--- src/rtl/dmach_pkg.sv ---
package dmach_pkg;

    localparam int CTRL_W = 7;

    // Control word; packed MSB first, so en is bit0 and edge_sel bit6.
    typedef struct packed {
        logic edge_sel;   // 1: edge sensing, 0: level sensing
        logic pol;        // 1: high / rising, 0: low / falling
        logic burst;      // 1: burst, 0: cycle steal
        logic single;     // 1: single address, 0: dual address
        logic ie;         // end interrupt enable
        logic te;         // transfer end flag
        logic en;         // channel enable
    } ctrl_t;

    typedef enum logic {
        SEL_CTRL  = 1'b0,
        SEL_COUNT = 1'b1
    } reg_sel_e;

    function automatic logic level_match(input logic s, input logic pol);
        return s == pol;
    endfunction

    function automatic logic edge_match(input logic cur, input logic prev,
                                        input logic pol);
        return pol ? (cur & ~prev) : (~cur & prev);
    endfunction

endpackage

--- src/rtl/dmach_req_detect.sv ---
module dmach_req_detect
    import dmach_pkg::*;
#(
    parameter int SYNC_STAGES = 2
) (
    input  logic clk,
    input  logic rst,
    input  logic clr_i,
    input  logic hold_i,
    input  logic dreq_i,
    input  logic edge_sel_i,
    input  logic pol_i,
    input  logic consume_i,
    output logic detect_o
);
    localparam int LAST = SYNC_STAGES - 1;

    logic [SYNC_STAGES-1:0] chain_q;
    logic                   prev_q;
    logic                   pend_q;
    logic                   pend_n;
    logic                   s_cur;

    always_ff @(posedge clk) begin
        if (rst || clr_i) begin
            chain_q <= '0;
        end else if (!hold_i) begin
            chain_q[0] <= dreq_i;
            for (int i = 1; i < SYNC_STAGES; i++) begin
                chain_q[i] <= chain_q[i-1];
            end
        end
    end

    assign s_cur = chain_q[LAST];

    always_comb begin
        pend_n = 1'b0;
        if (edge_sel_i) begin
            pend_n = edge_match(s_cur, prev_q, pol_i) | (pend_q & ~consume_i);
        end
    end

    always_ff @(posedge clk) begin
        if (rst || clr_i) begin
            prev_q <= 1'b0;
            pend_q <= 1'b0;
        end else if (!hold_i) begin
            prev_q <= s_cur;
            pend_q <= pend_n;
        end
    end

    assign detect_o = edge_sel_i ? pend_q : level_match(s_cur, pol_i);

endmodule

--- src/rtl/dmach_counter.sv ---
module dmach_counter #(
    parameter int CNT_W = 16
) (
    input  logic             clk,
    input  logic             rst,
    input  logic             clr_i,
    input  logic             hold_i,
    input  logic             wr_i,
    input  logic [CNT_W-1:0] wdata_i,
    input  logic             step_i,
    output logic [CNT_W-1:0] count_o,
    output logic             terminal_o
);
    localparam logic [CNT_W-1:0] ONE = CNT_W'(1);

    logic [CNT_W-1:0] count_q;
    logic [CNT_W-1:0] count_n;

    always_comb begin
        count_n    = count_q;
        terminal_o = 1'b0;
        if (wr_i) begin
            count_n = wdata_i;
        end else if (step_i && (count_q != '0)) begin
            count_n    = count_q - ONE;
            terminal_o = (count_q == ONE);
        end
    end

    always_ff @(posedge clk) begin
        if (rst || clr_i) begin
            count_q <= '0;
        end else if (!hold_i) begin
            count_q <= count_n;
        end
    end

    assign count_o = count_q;

endmodule

--- src/rtl/dmach_ctrl_reg.sv ---
module dmach_ctrl_reg
    import dmach_pkg::*;
(
    input  logic  clk,
    input  logic  rst,
    input  logic  clr_i,
    input  logic  hold_i,
    input  logic  wr_i,
    input  logic  rd_i,
    input  ctrl_t wdata_i,
    input  logic  abort_i,
    input  logic  set_te_i,
    output ctrl_t ctrl_o,
    output logic  armed_o
);
    ctrl_t ctrl_q, ctrl_n;
    logic  armed_q, armed_n;

    always_comb begin
        ctrl_n  = ctrl_q;
        armed_n = armed_q;
        if (rd_i && ctrl_q.te) begin
            armed_n = 1'b1;
        end
        if (wr_i) begin
            ctrl_n.en       = wdata_i.en;
            ctrl_n.ie       = wdata_i.ie;
            ctrl_n.single   = wdata_i.single;
            ctrl_n.burst    = wdata_i.burst;
            ctrl_n.pol      = wdata_i.pol;
            ctrl_n.edge_sel = wdata_i.edge_sel;
            if (armed_q && !wdata_i.te) begin
                ctrl_n.te = 1'b0;
            end
            armed_n = 1'b0;
        end
        if (abort_i) begin
            ctrl_n.en = 1'b0;
        end
        if (set_te_i) begin
            ctrl_n.te = 1'b1;
        end
    end

    always_ff @(posedge clk) begin
        if (rst || clr_i) begin
            ctrl_q  <= '0;
            armed_q <= 1'b0;
        end else if (!hold_i) begin
            ctrl_q  <= ctrl_n;
            armed_q <= armed_n;
        end
    end

    assign ctrl_o  = ctrl_q;
    assign armed_o = armed_q;

endmodule

--- src/rtl/dma_chan_ctl.sv ---
module dma_chan_ctl
    import dmach_pkg::*;
#(
    parameter int CNT_W       = 16,
    parameter int SYNC_STAGES = 2
) (
    input  logic             clk,
    input  logic             rst,
    input  logic             standby_i,
    input  logic             mod_standby_i,
    input  logic             reg_sel_i,
    input  logic             wr_en_i,
    input  logic             rd_en_i,
    input  logic [CNT_W-1:0] wdata_i,
    output logic [CNT_W-1:0] rdata_o,
    input  logic             dreq_i,
    input  logic             xfer_done_i,
    input  logic             nmi_i,
    input  logic             addr_err_i,
    input  logic             master_en_i,
    output logic             req_valid_o,
    output logic             irq_o,
    output logic             burst_o,
    output logic             single_addr_o
);
    localparam int PAD_W = CNT_W - CTRL_W;

    reg_sel_e         sel;
    ctrl_t            ctrl;
    logic             armed;
    logic [CNT_W-1:0] count;
    logic             terminal;
    logic             abort;
    logic             active;
    logic             step;
    logic             detect;
    logic             wr_ctrl, wr_cnt, rd_ctrl;

    assign sel     = reg_sel_e'(reg_sel_i);
    assign wr_ctrl = wr_en_i & (sel == SEL_CTRL);
    assign wr_cnt  = wr_en_i & (sel == SEL_COUNT);
    assign rd_ctrl = rd_en_i & (sel == SEL_CTRL);
    assign abort   = nmi_i | addr_err_i;
    assign active  = ctrl.en & master_en_i & ~ctrl.te & ~abort & ~mod_standby_i;
    assign step    = xfer_done_i & active;

    dmach_ctrl_reg u_ctrl (
        .clk      (clk),
        .rst      (rst),
        .clr_i    (standby_i),
        .hold_i   (mod_standby_i),
        .wr_i     (wr_ctrl),
        .rd_i     (rd_ctrl),
        .wdata_i  (ctrl_t'(wdata_i[CTRL_W-1:0])),
        .abort_i  (abort),
        .set_te_i (terminal),
        .ctrl_o   (ctrl),
        .armed_o  (armed)
    );

    dmach_counter #(.CNT_W(CNT_W)) u_cnt (
        .clk        (clk),
        .rst        (rst),
        .clr_i      (standby_i),
        .hold_i     (mod_standby_i),
        .wr_i       (wr_cnt),
        .wdata_i    (wdata_i),
        .step_i     (step),
        .count_o    (count),
        .terminal_o (terminal)
    );

    dmach_req_detect #(.SYNC_STAGES(SYNC_STAGES)) u_req (
        .clk        (clk),
        .rst        (rst),
        .clr_i      (standby_i),
        .hold_i     (mod_standby_i),
        .dreq_i     (dreq_i),
        .edge_sel_i (ctrl.edge_sel),
        .pol_i      (ctrl.pol),
        .consume_i  (step),
        .detect_o   (detect)
    );

    assign rdata_o = (sel == SEL_COUNT) ? count : {{PAD_W{1'b0}}, ctrl};

    assign req_valid_o   = ctrl.en & master_en_i & ~ctrl.te & detect & ~mod_standby_i;
    assign irq_o         = ctrl.ie & ctrl.te;
    assign burst_o       = ctrl.burst;
    assign single_addr_o = ctrl.single;

endmodule

--- config.mk ---
export PLATFORM = sky130hd
export DESIGN_NAME = dma_chan_ctl
export DESIGN_NICKNAME = d
export VERILOG_FILES = /design/src/rtl/dmach_pkg.sv /design/src/rtl/dmach_req_detect.sv /design/src/rtl/dmach_counter.sv /design/src/rtl/dmach_ctrl_reg.sv /design/src/rtl/dma_chan_ctl.sv
export SDC_FILE = /design/constraint.sdc
export NUM_CORES = 1
export LEC_CHECK = 0
export ABC_AREA = 1
export BUFFER_PORTS_ARGS = -buffer_cell sky130_fd_sc_hd__buf_2
export CAP_MARGIN = 5
export CELL_PAD_IN_SITES_DETAIL_PLACEMENT = 1
export CELL_PAD_IN_SITES_GLOBAL_PLACEMENT = 2
export CORE_MARGIN = 5
export CORE_UTILIZATION = 29
export CTS_CLUSTER_DIAMETER = 40
export DETAILED_ROUTE_END_ITERATION = 8
export PLACE_DENSITY = 0.83
export SLEW_MARGIN = 15
export SYNTH_ARGS = -nofsm -noshare
export SYNTH_HDL_FRONTEND = slang
export SYNTH_SLANG_ARGS = --single-unit
--- constraint.sdc ---
create_clock -name clk -period 3.8 [get_ports clk]
set_input_delay 0.95 -clock clk [delete_from_list [all_inputs] [get_ports clk]]
set_output_delay 0.95 -clock clk [all_outputs]
set_load 0.005 [all_outputs]
==> metrics <==
status finished, final reports clean; crit end category primary output; fill count 906; die height 91.04 um; CTS max path bufs 2; Placer Congestion 0.7768; Synth Instances 327; VDD IR max 0.1554 mV; CTS Root Cell clkbuf_8; Die ar. 8287 um^2; Num CTS Buffers 3; flop-to-flop setup slack 2.11 ns; DP HPWL 4.781 mm; r2r startpoint u_cnt.count_o[0]; pwr dens 276.6 nW/um^2; CTS H-tree depth 1; GRT Total Usage 0.1533; worst-margin pin slew 0.4920 ns; CP required 2.85 ns; Final ANT Viol Nets 0; drt total wl 6.192 mm; global-route wire length before repair 10.58 mm; Critical Path Fanout Max 24; fin crit share 0.7040; setup bufs post-CTS 0; slew margin rel. 0.6712; I/O pin count 48; DRC viols 0; syn_nets 358; Post-Syn Area 1904 um^2; Synth async-reset ratio 0; Synth Flop Type dfxtp_1; fin area 2241 um^2; first-iteration detailed-routing DRC count 80; pin count of the biggest net entering global routing 25; IO Port Bufs 47; CTS tree done; Post-synth EDFFs 0; cts repair resizes 0; global route total overflow 0; vias per cell 4.794; Post-DP Area 2200 um^2; Data arrival, critical path 1.73 ns; 1st-pass router iterations 4; Synth Register Bits 28; register area share after synthesis 0.2943; ratio of cells with drive above 1 in the final layout 0.1757; Worst setup SP type input port; worst hold start u_ctrl.ctrl_o[3]; Max Fclk 373.8 MHz; RSZ-0062 raised after global routing false; Unique masters post-synth 26; # nets final 403; Crit. Startpoint reg_sel_i; Layout area overhead 17.67%; Synth Warn # 0; clock transition at the registers of the reported paths 0.10 ns; initial core utilization 0.2982; critical path, cell by cell buf_2 > nor2_1 > o21bai_1 > buf_2; Setup CP Type in2out; number of global-route vias before repair 2217; Hold Buf Count CTS 0; leakage power 1.218 nW; Non-Filler Instances 447; Hold Path Class reg2reg; most used cell, CP buf_2; Post-Syn Area per Cell 5.824 um^2; crit-path max cell delay 0.36 ns; slowest stage cell, crit path buf_2; antenna violations before repair 0; endpoints failing setup 0; final hold vios 0; drt wl/cell 13.85 um; Clock Sinks 28; Die X 91.04 um; Slew Viols, Final 0; Worst Clk Skew 0.004975 ns; Clock Latency Late Sink 0.28 ns; Placed Instances 444; setup_tns 0 ns; Final Critical Period 2.675 ns; Vias 2143; hold_ws 0.4694 ns; cell row count 29; Max Cap Viol 0; ant diodes 0; Pwr Total 0.6198 mW; Core Area 6386 um^2
==> cells in the final DEF (no fill, tap or decap), types with 3 or more instances in the layout <==
| cell | n |
|---|---|
| o21ai_0 | 22 |
| ha_1 | 3 |
| inv_1 | 39 |
| buf_2 | 47 |
| nand2_1 | 87 |
| nor2_2 | 4 |
| nor2_1 | 70 |
| a21oi_1 | 20 |
| clkbuf_8 | 3 |
| o21bai_1 | 7 |
| nand3_1 | 11 |
| dfxtp_1 | 28 |
| o21ai_1 | 10 |
==> worst paths after layout <==
kind | end | cells after the start
max | rdata_o[1] | 4
min | u_ctrl.ctrl_o[3] | 2
max reg2reg | u_cnt.count_o[5] | 10
min reg2reg | u_ctrl.ctrl_o[3] | 2
==> state kept, by name, summed over array words and instances (netlist names) <==
register        cells
u_ctrl.ctrl_o       7
u_cnt.count_o      16
u_req.pend_q        1
u_req.chain_q       2
u_ctrl.armed_o      1
u_req.prev_q        1
==> per-stage QoR <==
| step | util | setup slack, ns |
|---|---|---|
| after global placement | 0.3444 | 1.115 |
| after CTS | 0.3509 | 1.112 |
| final | 0.3509 | 1.125 |
| after global routing | 0.3509 | 1.031 |
| after detailed placement | 0.3444 | 1.034 |
| after floorplan | - | 1.493 |
==> critical path, delay by kind of cell <==
family	cells	cell delay (ns)
AO/OA/AOI/OAI	1	0.17
AND/OR/NAND/NOR	1	0.12
buffers and inverters	2	0.49
==> report_power, final <==
part,internal (mW),switching [mW],leakage (nW)
clock,0.0716,0.102,0.0216
sequential,0.299,0.00771,0.227
combinational,0.0503,0.0887,0.969
==> Yosys cell counts (2+ instances only) <==
master / instances / area (um^2)
nor2_1: 70 / 262.8
nand2_4: 2 / 22.52
buf_2: 2 / 10.01
nor2_2: 4 / 25.02
o21ai_0: 22 / 110.1
inv_1: 39 / 146.4
nor2_4: 2 / 22.52
ha_1: 3 / 37.54
inv_2: 2 / 7.510
a31oi_1: 2 / 12.51
o21ai_1: 10 / 50.05
nand2_2: 2 / 12.51
nand2_1: 87 / 326.6
a21oi_1: 20 / 100.1
buf_6: 2 / 22.52
dfxtp_1: 28 / 560.5
clkbuf_1: 5 / 18.77
o21bai_1: 7 / 52.55
nand3_1: 11 / 55.05
==> per-layer routing <==
layer / share of wire / vias up / track usage
met5: 0 / - / 0
met4: 0.0060 / 0 / 0.02567
met3: 0.041 / 4 / 0.03554
met2: 0.49 / 42 / 0.2764
met1: 0.46 / 986 / 0.1873
li1: - / 1111 / -
==> layout make-up <==
cell class	count	area, um^2	share of cell area
multi-input combinational	248	1135	0.5064
tap	77	96.34	0.04299
inverter	42	157.7	0.07035
sequential	28	560.5	0.2501
timing repair buffer	49	250.2	0.1117
clock buffer	3	41.29	0.01843
==> cells by family (layout without fill, tap and decap cells) <==
kind of cell               after synthesis  in the layout  synth area share
AOI/OAI and AO/OA                       64             64            0.1820
and+or+nand+nor                        181            181            0.3942
buffers and inverters                   51             94            0.1097
DFF                                     28             28            0.2944
adders and majority gates                3              3           0.01971
Note: power is estimated with default switching activity, not from simulation.
